==> src/rtl/smbh_pkg.sv <==
package smbh_pkg;

    localparam logic [3:0] OFS_STAT = 4'h0;
    localparam logic [3:0] OFS_CTL  = 4'h2;
    localparam logic [3:0] OFS_CMD  = 4'h3;
    localparam logic [3:0] OFS_XADR = 4'h4;
    localparam logic [3:0] OFS_D0   = 4'h5;
    localparam logic [3:0] OFS_D1   = 4'h6;
    localparam logic [3:0] OFS_BLK  = 4'h7;
    localparam logic [3:0] OFS_AUX  = 4'hD;

    localparam logic [2:0] PROTO_BLOCK = 3'd5;

    typedef enum logic [1:0] {
        ENG_START = 2'd0,
        ENG_STOP  = 2'd1,
        ENG_SEND  = 2'd2,
        ENG_RECV  = 2'd3
    } eng_op_e;

    typedef enum logic [1:0] {
        RES_OK     = 2'd0,
        RES_DEVERR = 2'd1,
        RES_FAILED = 2'd2
    } res_e;

    typedef enum logic [3:0] {
        PH_START, PH_ADDR, PH_CMD, PH_WCNT, PH_WDATA,
        PH_RSTART, PH_RADDR, PH_RCNT, PH_RDATA, PH_STOP
    } phase_e;

    typedef enum logic [1:0] {
        SQ_IDLE, SQ_ISSUE, SQ_WAIT
    } seq_st_e;

    // status bit that a finished transaction sets
    function automatic logic [7:0] res_mask(res_e r);
        case (r)
            RES_OK:     return 8'h02;
            RES_DEVERR: return 8'h04;
            RES_FAILED: return 8'h10;
            default:    return 8'h00;
        endcase
    endfunction

    function automatic logic count_bad(logic [7:0] c, int unsigned lim);
        return (c == 8'd0) || (32'(c) > lim);
    endfunction

endpackage

==> src/rtl/smbh_blkbuf.sv <==
module smbh_blkbuf #(
    parameter int unsigned DEPTH = 32,
    localparam int unsigned AW = $clog2(DEPTH)
) (
    input  logic          clk,
    input  logic          rst,
    input  logic          sw_we,
    input  logic [AW-1:0] sw_addr,
    input  logic [7:0]    sw_wdata,
    output logic [7:0]    sw_rdata,
    input  logic          hw_we,
    input  logic [AW-1:0] hw_addr,
    input  logic [7:0]    hw_wdata,
    input  logic [AW-1:0] hw_raddr,
    output logic [7:0]    hw_rdata
);
    logic [7:0] ent [DEPTH];

    for (genvar g = 0; g < DEPTH; g++) begin : g_ent
        logic [7:0] q;
        always_ff @(posedge clk) begin
            if (rst)
                q <= 8'h00;
            else if (hw_we && hw_addr == AW'(g))
                q <= hw_wdata;
            else if (sw_we && sw_addr == AW'(g))
                q <= sw_wdata;
        end
        assign ent[g] = q;
    end

    assign sw_rdata = ent[sw_addr];
    assign hw_rdata = ent[hw_raddr];
endmodule

==> src/rtl/smbh_seq.sv <==
module smbh_seq
    import smbh_pkg::*;
#(
    parameter int unsigned MAX_BLK = 32,
    localparam int unsigned IW = $clog2(MAX_BLK)
) (
    input  logic          clk,
    input  logic          rst,
    input  logic          start,
    input  logic          kill,
    input  logic          rd_dir,
    input  logic [6:0]    addr7,
    input  logic [7:0]    cmd,
    input  logic [7:0]    wcount,
    output logic          eng_op_valid,
    output eng_op_e       eng_op,
    output logic [7:0]    eng_tx_byte,
    output logic          eng_rx_nack,
    input  logic          eng_done,
    input  logic          eng_acked,
    input  logic [7:0]    eng_rx_byte,
    output logic [IW-1:0] buf_idx,
    input  logic [7:0]    buf_rdata,
    output logic          buf_we,
    output logic          cnt_we,
    output logic          busy,
    output logic          done,
    output res_e          res
);
    seq_st_e       st_q;
    phase_e        ph_q;
    logic          dir_q, kill_q;
    logic [6:0]    addr_q;
    logic [7:0]    cmd_q, cnt_q;
    logic [IW-1:0] idx_q;
    res_e          res_q;

    logic last, step, early_bad;
    assign last      = ({{(8-IW){1'b0}}, idx_q} + 8'd1) == cnt_q;
    assign step      = (st_q == SQ_WAIT) && eng_done;
    assign early_bad = (st_q == SQ_IDLE) && start && !rd_dir && count_bad(wcount, MAX_BLK);

    always_comb begin
        case (ph_q)
            PH_START, PH_RSTART: eng_op = ENG_START;
            PH_STOP:             eng_op = ENG_STOP;
            PH_RCNT, PH_RDATA:   eng_op = ENG_RECV;
            default:             eng_op = ENG_SEND;
        endcase
        case (ph_q)
            PH_ADDR:  eng_tx_byte = {addr_q, 1'b0};
            PH_RADDR: eng_tx_byte = {addr_q, 1'b1};
            PH_CMD:   eng_tx_byte = cmd_q;
            PH_WCNT:  eng_tx_byte = cnt_q;
            PH_WDATA: eng_tx_byte = buf_rdata;
            default:  eng_tx_byte = 8'h00;
        endcase
    end

    assign eng_op_valid = (st_q == SQ_ISSUE);
    assign eng_rx_nack  = eng_op_valid && ph_q == PH_RDATA && last;
    assign buf_idx      = idx_q;
    assign buf_we       = step && ph_q == PH_RDATA;
    assign cnt_we       = step && ph_q == PH_RCNT;
    assign busy         = (st_q != SQ_IDLE);
    assign done         = early_bad || (step && ph_q == PH_STOP);
    assign res          = early_bad ? RES_DEVERR : res_q;

    always_ff @(posedge clk) begin
        if (rst) begin
            st_q   <= SQ_IDLE;
            ph_q   <= PH_START;
            dir_q  <= 1'b0;
            kill_q <= 1'b0;
            addr_q <= '0;
            cmd_q  <= '0;
            cnt_q  <= '0;
            idx_q  <= '0;
            res_q  <= RES_OK;
        end else begin
            if (busy && kill) kill_q <= 1'b1;
            case (st_q)
                SQ_IDLE: if (start && !early_bad) begin
                    st_q   <= SQ_ISSUE;
                    ph_q   <= PH_START;
                    dir_q  <= rd_dir;
                    addr_q <= addr7;
                    cmd_q  <= cmd;
                    cnt_q  <= wcount;
                    idx_q  <= '0;
                    kill_q <= 1'b0;
                    res_q  <= RES_OK;
                end
                SQ_ISSUE: st_q <= SQ_WAIT;
                SQ_WAIT: if (eng_done) begin
                    if (ph_q == PH_STOP) begin
                        st_q <= SQ_IDLE;
                    end else begin
                        st_q <= SQ_ISSUE;
                        if (eng_op == ENG_SEND && !eng_acked) begin
                            res_q <= RES_DEVERR;
                            ph_q  <= PH_STOP;
                        end else if (kill_q) begin
                            res_q <= RES_FAILED;
                            ph_q  <= PH_STOP;
                        end else begin
                            case (ph_q)
                                PH_START:  ph_q <= PH_ADDR;
                                PH_ADDR:   ph_q <= PH_CMD;
                                PH_CMD:    ph_q <= dir_q ? PH_RSTART : PH_WCNT;
                                PH_WCNT:   ph_q <= PH_WDATA;
                                PH_WDATA: begin
                                    if (last) ph_q <= PH_STOP;
                                    else      idx_q <= idx_q + 1'b1;
                                end
                                PH_RSTART: ph_q <= PH_RADDR;
                                PH_RADDR:  ph_q <= PH_RCNT;
                                PH_RCNT: begin
                                    if (count_bad(eng_rx_byte, MAX_BLK)) begin
                                        res_q <= RES_DEVERR;
                                        ph_q  <= PH_STOP;
                                    end else begin
                                        cnt_q <= eng_rx_byte;
                                        idx_q <= '0;
                                        ph_q  <= PH_RDATA;
                                    end
                                end
                                PH_RDATA: begin
                                    if (last) ph_q <= PH_STOP;
                                    else      idx_q <= idx_q + 1'b1;
                                end
                                default:   ph_q <= PH_STOP;
                            endcase
                        end
                    end
                end
                default: st_q <= SQ_IDLE;
            endcase
        end
    end
endmodule

==> src/rtl/smbh_top.sv <==
module smbh_top
    import smbh_pkg::*;
#(
    parameter int unsigned MAX_BLK = 32,
    localparam int unsigned IW = $clog2(MAX_BLK)
) (
    input  logic       clk,
    input  logic       rst,
    input  logic [3:0] reg_addr,
    input  logic       reg_wr,
    input  logic       reg_rd,
    input  logic [7:0] reg_wdata,
    output logic [7:0] reg_rdata,
    output logic       eng_op_valid,
    output logic [1:0] eng_op,
    output logic [7:0] eng_tx_byte,
    output logic       eng_rx_nack,
    input  logic       eng_done,
    input  logic       eng_acked,
    input  logic [7:0] eng_rx_byte
);
    logic [7:0]    stat_q;
    logic [2:0]    proto_q;
    logic          intren_q, last_q, pec_q;
    logic [7:0]    cmd_q, xadr_q, d0_q, d1_q;
    logic [1:0]    aux_q;
    logic [IW-1:0] sw_idx_q;

    logic          seq_busy, seq_done, seq_buf_we, seq_cnt_we;
    res_e          seq_res;
    eng_op_e       seq_op;
    logic [IW-1:0] seq_idx;
    logic [7:0]    sw_rdata, hw_rdata;

    logic wr_ctl, start_req, kill_req, blk_acc, blk_wr;
    assign wr_ctl    = reg_wr && reg_addr == OFS_CTL;
    assign start_req = wr_ctl && reg_wdata[6] && reg_wdata[4:2] == PROTO_BLOCK && !seq_busy;
    assign kill_req  = wr_ctl && reg_wdata[1];
    assign blk_wr    = reg_wr && reg_addr == OFS_BLK;
    assign blk_acc   = (reg_wr || reg_rd) && reg_addr == OFS_BLK;

    smbh_blkbuf #(.DEPTH(MAX_BLK)) u_buf (
        .clk      (clk),
        .rst      (rst),
        .sw_we    (blk_wr),
        .sw_addr  (sw_idx_q),
        .sw_wdata (reg_wdata),
        .sw_rdata (sw_rdata),
        .hw_we    (seq_buf_we),
        .hw_addr  (seq_idx),
        .hw_wdata (eng_rx_byte),
        .hw_raddr (seq_idx),
        .hw_rdata (hw_rdata)
    );

    smbh_seq #(.MAX_BLK(MAX_BLK)) u_seq (
        .clk          (clk),
        .rst          (rst),
        .start        (start_req),
        .kill         (kill_req),
        .rd_dir       (xadr_q[0]),
        .addr7        (xadr_q[7:1]),
        .cmd          (cmd_q),
        .wcount       (d0_q),
        .eng_op_valid (eng_op_valid),
        .eng_op       (seq_op),
        .eng_tx_byte  (eng_tx_byte),
        .eng_rx_nack  (eng_rx_nack),
        .eng_done     (eng_done),
        .eng_acked    (eng_acked),
        .eng_rx_byte  (eng_rx_byte),
        .buf_idx      (seq_idx),
        .buf_rdata    (hw_rdata),
        .buf_we       (seq_buf_we),
        .cnt_we       (seq_cnt_we),
        .busy         (seq_busy),
        .done         (seq_done),
        .res          (seq_res)
    );

    assign eng_op = seq_op;

    always_ff @(posedge clk) begin
        if (rst) begin
            stat_q   <= '0;
            proto_q  <= '0;
            intren_q <= 1'b0;
            last_q   <= 1'b0;
            pec_q    <= 1'b0;
            cmd_q    <= '0;
            xadr_q   <= '0;
            d0_q     <= '0;
            d1_q     <= '0;
            aux_q    <= '0;
            sw_idx_q <= '0;
        end else begin
            stat_q <= (stat_q & ~((reg_wr && reg_addr == OFS_STAT) ? (reg_wdata & 8'h1E) : 8'h00))
                      | (seq_done ? res_mask(seq_res) : 8'h00);
            if (wr_ctl) begin
                intren_q <= reg_wdata[0];
                proto_q  <= reg_wdata[4:2];
                last_q   <= reg_wdata[5];
                pec_q    <= reg_wdata[7];
            end
            if (reg_wr && reg_addr == OFS_CMD)  cmd_q  <= reg_wdata;
            if (reg_wr && reg_addr == OFS_XADR) xadr_q <= reg_wdata;
            if (reg_wr && reg_addr == OFS_D1)   d1_q   <= reg_wdata;
            if (reg_wr && reg_addr == OFS_AUX)  aux_q  <= reg_wdata[1:0];
            if (seq_cnt_we)
                d0_q <= eng_rx_byte;
            else if (reg_wr && reg_addr == OFS_D0)
                d0_q <= reg_wdata;
            if (reg_rd && reg_addr == OFS_CTL)
                sw_idx_q <= '0;
            else if (blk_acc)
                sw_idx_q <= sw_idx_q + 1'b1;
        end
    end

    always_comb begin
        case (reg_addr)
            OFS_STAT: reg_rdata = stat_q | {7'b0, seq_busy};
            OFS_CTL:  reg_rdata = {pec_q, 1'b0, last_q, proto_q, 1'b0, intren_q};
            OFS_CMD:  reg_rdata = cmd_q;
            OFS_XADR: reg_rdata = xadr_q;
            OFS_D0:   reg_rdata = d0_q;
            OFS_D1:   reg_rdata = d1_q;
            OFS_BLK:  reg_rdata = sw_rdata;
            OFS_AUX:  reg_rdata = {6'b0, aux_q};
            default:  reg_rdata = 8'h00;
        endcase
    end
endmodule

==> config.mk <==
export PLATFORM = sky130hd
export DESIGN_NAME = smbh_top
export DESIGN_NICKNAME = d
export VERILOG_FILES = /design/src/rtl/smbh_pkg.sv /design/src/rtl/smbh_blkbuf.sv /design/src/rtl/smbh_seq.sv /design/src/rtl/smbh_top.sv
export SDC_FILE = /design/constraint.sdc
export NUM_CORES = 1
export LEC_CHECK = 0
export ABC_AREA = 0
export BUFFER_PORTS_ARGS = -buffer_cell sky130_fd_sc_hd__buf_2
export CAP_MARGIN = 10
export CORE_ASPECT_RATIO = 1.25
export CORE_MARGIN = 1
export CORE_UTILIZATION = 55
export DETAILED_ROUTE_END_ITERATION = 12
export MAX_ROUTING_LAYER = met4
export PLACE_DENSITY_LB_ADDON = 0.3
export REMOVE_ABC_BUFFERS = 1
export SLEW_MARGIN = 25
export SYNTH_ARGS = -nofsm -noshare
export SYNTH_HDL_FRONTEND = slang
export SYNTH_SLANG_ARGS = --single-unit
==> constraint.sdc <==
create_clock -name clk -period 7.5 [get_ports clk]
set_input_delay 0.375 -clock clk [delete_from_list [all_inputs] [get_ports clk]]
set_output_delay 0.375 -clock clk [all_outputs]
set_load 0.02 [all_outputs]
## Word level (Yosys, flattened, before mapping)

Index checks and enable logic that the tools add are counted.

- Add/sub/neg operators: 3
- Eq/ne operators: 98
- Magnitude comparators: 4
- Reduce and logical (&&, ||, !) cells: 151
- Muxes and demuxes: 122
- Bitwise operators: 6

Operators by type and width:

| operator | number |
|---|---|
| $mux 8 | 79 |
| $eq 5x5->1 const B | 32 |
| $logic_and 1x1->1 | 90 |
| $bmux 8 s5 | 2 |
| $eq 5x4->1 const B | 16 |
| $reduce_bool 2->1 | 35 |
| $pmux 8 s8 | 1 |
| $eq 5x3->1 const B | 8 |
| $mux 5 | 8 |
| $pmux 8 s5 | 1 |
| $eq 4x3->1 const B | 8 |
| $pmux 4 s8 | 1 |
| $mux 4 | 6 |
| $eq 5x2->1 const B | 4 |
| $mux 2 | 10 |
| $pmux 5 s2 | 2 |
| $eq 4x2->1 const B | 4 |
| $gt 8x6->1 const B | 2 |
| $logic_not 8->1 | 2 |
| $pmux 8 s2 | 1 |
| $pmux 5 s3 | 1 |
| $ne 2x2->1 const B | 7 |
| $eq 4x4->1 const B | 3 |
| $ge 6x6->1 const B | 2 |
| 32 further kinds | 59 |

- Output and inout bits: 20
- Input bits: 26
- Register bits: 347
- Logic and storage cells: 436

## Logic depth before layout (Yosys ltp)

- Depth after elaboration: 14
- Gate-level depth with buffers: 13
- Gate-level depth less buffers: 9

## Modules after synthesis

Synthesis repeated with hierarchy kept, for this count alone.

- Cells, all modules: 2368
- Area total of the unflattened synthesis: 21053.9 um2

Modules (own cells, without submodules):

| module | seq. area each (um2) | cells an instance | instances | area an instance (um2) |
|---|---|---|---|---|
| smbh_blkbuf | 5124.9 | 1733 | 1 | 15846.4 |
| smbh_top | 980.9 | 329 | 1 | 2803.9 |
| smbh_seq | 760.7 | 306 | 1 | 2403.6 |

## Worst setup path after synthesis

Ideal clock, no wire load.

- Path kind: register to register
- Start: register u_seq.idx_q[3] (netlist: u_seq.buf_idx[3])
- End: register u_seq.idx_q[1] (netlist: u_seq.buf_idx[1])
- Cell stages (with the launch flop): 14
- Clock period less this slack: 3.642 ns
- Buffers on the path: 5
- Path slack: 3.858 ns
- Setup time: 0.087 ns
- Required time: 7.413 ns
- Arrival time: 3.554 ns
- Cells stage by stage: dfxtp_1 clkbuf_1 clkbuf_1 clkbuf_1 buf_1 and3_1 ha_1 xor2_1 and4_1 o2111ai_1 or3b_2 clkbuf_1 or4b_1 o31ai_1

- Cells in the longest elaborated chain, start to end: 4

Ends and longest elaborated chain:

| item | RTL line | text |
|---|---|---|
| start, declared | smbh_seq.sv:35 | `logic [IW-1:0] idx_q;` |
| start signal, assigned | smbh_seq.sv:114 | `else idx_q <= idx_q + 1'b1;` |
| start signal, assigned | smbh_seq.sv:130 | `else idx_q <= idx_q + 1'b1;` |
| $add 5x1->6 | smbh_seq.sv:39 | `assign last = ({{(8-IW){1'b0}}, idx_q} + 8'd1) == cnt_q;` |
| $eq 8x8->1 | smbh_seq.sv:39 |  |
| $ne 3x3->1 (no line) | - |  |
| $reduce_and 9->1 (no line) | - |  |

No other way between the ends.
A chain may end at the register's enable or synchronous reset.

## Final worst setup path

- Start: register u_seq.idx_q[0] (netlist: u_seq.buf_idx[0])
- End: output port eng_tx_byte[0]

- Cells in the longest elaborated chain, start to end: 5

Ends and longest elaborated chain:

| item | RTL line | text |
|---|---|---|
| $not 5->6 (implied by the code) | smbh_blkbuf.sv:33 | `assign hw_rdata = ent[hw_raddr];` |
| $bmux 8 s5 | smbh_blkbuf.sv:33 |  |
| $mux 8 (implied by the code) (2 in a row) | smbh_blkbuf.sv:33 |  |
| $pmux 8 s5 | smbh_seq.sv:50 | `case (ph_q)` |
| end, declared | smbh_top.sv:16 | `output logic [7:0] eng_tx_byte,` |

No other way between the ends. The select of a mux whose other input is x is not followed.

==> summary.txt <==
Final layout
  – Reg area: just under 7000 um^2
  – Most common cell after layout, fill and taps aside: nor2_1
  – Ant diodes: 0
  – Share of cells above drive strength 1: between 10% and 20%
  – Layout Nets: 2063
  – Multi-input gate area: roughly 13000 um^2
  – Most frequent cells in the layout: nor2_1, dfxtp_1, mux2i_1
  – Area grow syn2layout: 7.04%
  – Filler instances: 2975

Critical path
  – Worst EP arrival: around 3.9 ns
  – R2R setup slack: 3.72 ns
  – CP peak stage delay: about 0.71 ns
  – Crit-path cells: buf_4 > mux4_2 > mux4_2 > a22oi_1 > o31ai_1 > buf_2
  – Most common cell on crit path: mux4_2
  – CP endpoint kind: primary output
  – Worst path required time: between 7 and 8 ns
  – Reg2reg path depth: 9
  – Worst-path maximum fanout: ~40
  – RR Endpoint: u_seq.buf_idx[1]$_SDFFE_PP0P_
  – Worst setup SP type: flop
  – Setup Crit Path Kind: reg -> out
  – FF-to-FF Start: u_seq.buf_idx[1]$_SDFFE_PP0P_
  – Slowest CP cell: buf_4

Clock network
  – Post-CTS sizing: 0
  – CTS Buffer Depth: 3
  – TritonCTS clock tree: yes
  – Reg clk slew, reported paths: approximately 0.06 ns
  – Later-pin clock latency in the skew report: about 0.55 ns
  – H-tree depth: 2
  – Number of CTS-inserted buffers: 37
  – Clock root buffer: clkbuf_16
  – Hold_buf cts: 0
  – Setup Buffers After CTS: 0
  – Clk sinks: between 300 and 400

Synthesis
  – Yosys cell types: between 60 and 70
  – Cell taking the most area after synthesis: dfxtp_1
  – Synthesis-stage register bit count: roughly 340
  – Post-Syn Instances: between 2000 and 2500
  – Post-synth top flop: dfxtp_1
  – Number of flops mapped to enable cells by yosys: 0
  – Area contributors post-synth: dfxtp_1, mux4_2, mux2i_1
  – Ys async rst share: 0%
  – Synthesized area per cell: 9.50 um^2
  – Yosys warning count: 0
  – Post-Syn Area: between 20000 and 25000 um^2
  – Top-area cell type share of the netlist area: between 30% and 40%
  – Sequential share of the synthesized area: between 30% and 40%

Drt
  – Vias: 17622
  – Routed WL: 65.5 mm
  – TritonRoute pass-1 iters: 6
  – Final ANT Viol Nets: 0
  – Wire length per cell: 25.9 um
  – DRC: 0
  – Initial detailed-routing violation count: 2481
  – DR vias/cell: between 6 and 7

Global route
  – Vias in the first global route: approximately 17000
  – GRT Util Overall: between 30% and 40%
  – Antenna violations before repair: 0
  – Largest net degree at the start of global routing: 145
  – First-pass GRT wire length: 101 mm
  – Grt total ovfl: 0

Min path
  – Hold depth: 4
  – Sink of the worst hold path: u_seq.ph_q[3]$_SDFFE_PP0P_
  – Hold WC Path Type: in -> reg
  – Hold path startpoint: eng_acked

STA
  – Min Tclk post-route: roughly 4.3 ns
  – Slew Limit Fails: 0
  – Period utilisation layout: between 50% and 60%
  – Final hold vios: 0
  – Final setup vio count: 0
  – Fmax: 0.232 GHz
  – Worst slew pin tran: ~1.1 ns
  – Final worst slack: ~3.2 ns
  – RSZ-0062 raised after global routing: false
  – Max_slew headroom: a little over a quarter
  – Clk_skew: approximately 0.014 ns
  – Setup tns final: 0 ns

Place
  – Post-Place Setup Slack: 3.77 ns
  – Routability cong.: ~1
  – Port bufs: 45
  – DP Wirelength: approximately 43 mm

Floorplanning
  – Initial Util: a little under three fifths
  – Die area: 37800 um^2
  – IO Pins: 46
  – Core area: between 30000 and 40000 um^2
  – Die W: 174 um
  – Die Ht: ~220 um
  – # rows: just under 80

Power and ir drop
  – Final Power: ~4.0 mW
  – PwrDens: 183 nW/um^2
  – Leak pwr: about 9.2 nW
  – Peak supply drop: 0.141 mV

Job
  – Max-cap viol count: 0

Outcome
  – Outcome: completed
critical path, delay by kind of cell, from the launching register on:
| family | cells | cell delay [ns] |
|---|---|---|
| multiplexers | 2 | 1.18 |
| flip-flops | 1 | 0.69 |
| AO/OA/AOI/OAI | 2 | 0.57 |
| buffers and inverters | 2 | 0.89 |
power by group:
part	switching, mW	internal [mW]	total [mW]
Clock	0.785	1.20	1.99
Sequential	0.00666	1.82	1.83
Combinational	0.137	0.0337	0.170
Total	0.929	3.06	3.99
cells by family (layout without fill, tap and decap cells):
family	after synthesis	count (layout)	synth area share, %
buffers and inverters	247	151	5.10
flip-flops	343	343	33.7
AO/OA/AOI/OAI	410	410	13.5
XOR/XNOR	11	11	0.473
AND/OR/NAND/NOR	684	684	15.1
multiplexers	439	439	31.4
adder cells (fa/ha/maj)	12	12	0.737
cell type report:
class | instances | share of cell area, %
Timing Repair Buffer | 74 | 2.09
Sequential cell | 343 | 31.5
Clock inverter | 12 | 0.757
Inverter | 13 | 0.224
Multi-Input combinational cell | 1556 | 57.4
Clock buffer | 52 | 5.25
Tap cell | 480 | 2.75
metrics by stage:
step	util (%)	cells	cell area, um^2	hold slack, ns
2_1_floorplan	-	1912	19400	0.423
3_3_place_gp	56.3	2466	20500	0.437
3_5_place_dp	56.3	2466	20500	0.445
4_1_cts	59.9	2530	21800	0.188
5_1_grt	59.9	2530	21800	0.225
6_report	59.9	2530	21800	0.197
how the worst max path moves through the flow:
| stage | from | end | cells after the start |
|---|---|---|---|
| 2_1_floorplan | u_seq.buf_idx[0]$_SDFFE_PP0P_ | u_seq.buf_idx[1]$_SDFFE_PP0P_ | 9 |
| 6_report | u_seq.buf_idx[0]$_SDFFE_PP0P_ | eng_tx_byte[0] | 6 |
| 3_3_place_gp | u_seq.buf_idx[0]$_SDFFE_PP0P_ | eng_tx_byte[0] | 6 |
| 3_5_place_dp | u_seq.buf_idx[1]$_SDFFE_PP0P_ | u_seq.buf_idx[1]$_SDFFE_PP0P_ | 9 |
| 4_1_cts | u_seq.buf_idx[0]$_SDFFE_PP0P_ | eng_tx_byte[0] | 6 |
| 5_1_grt | u_seq.buf_idx[0]$_SDFFE_PP0P_ | eng_tx_byte[0] | 6 |
synthesized netlist by cell type (5+ instances only):
library cell and count:
nand3_1 50, a22oi_1 23, a311oi_1 9, and4b_1 10, inv_1 13, nand2_2 8
a211oi_1 172, a211o_1 9, a21oi_1 136, nor3b_1 8, mux2i_1 276, clkbuf_1 155
buf_4 7, a222oi_1 15, xor2_1 7, mux4_2 160, ha_1 12, nor3_1 17
nand2_1 90, o21ai_0 19, buf_6 5, buf_2 35, buf_1 29, dfxtp_1 343
nand2b_1 13, nand4_1 38, nor2_1 406, and3_1 10
routing by layer:
layer  up-vias  GRT usage, %  part of all wire (%)
li1       7750             -                     -
met5         -             -                     0
met3       205          6.48                    11
met2      1124          53.6                    46
met4         0          18.3                   5.4
met1      8543          45.6                    38
sequential cells by signal, summed over array words and instances (netlist names), 2 cells and up:
name           flops
u_seq.st_q         2
u_seq.cnt_q        8
stat_q             4
aux_q              2
proto_q            3
d1_q               8
u_seq.buf_idx      5
u_seq.res_q        2
u_seq.addr_q       7
d0_q               8
u_seq.ph_q         4
xadr_q             8
u_buf.g_ent.q    256
sw_idx_q           5
cmd_q              8
u_seq.cmd_q        8
Power figures use the tool's default switching activity.
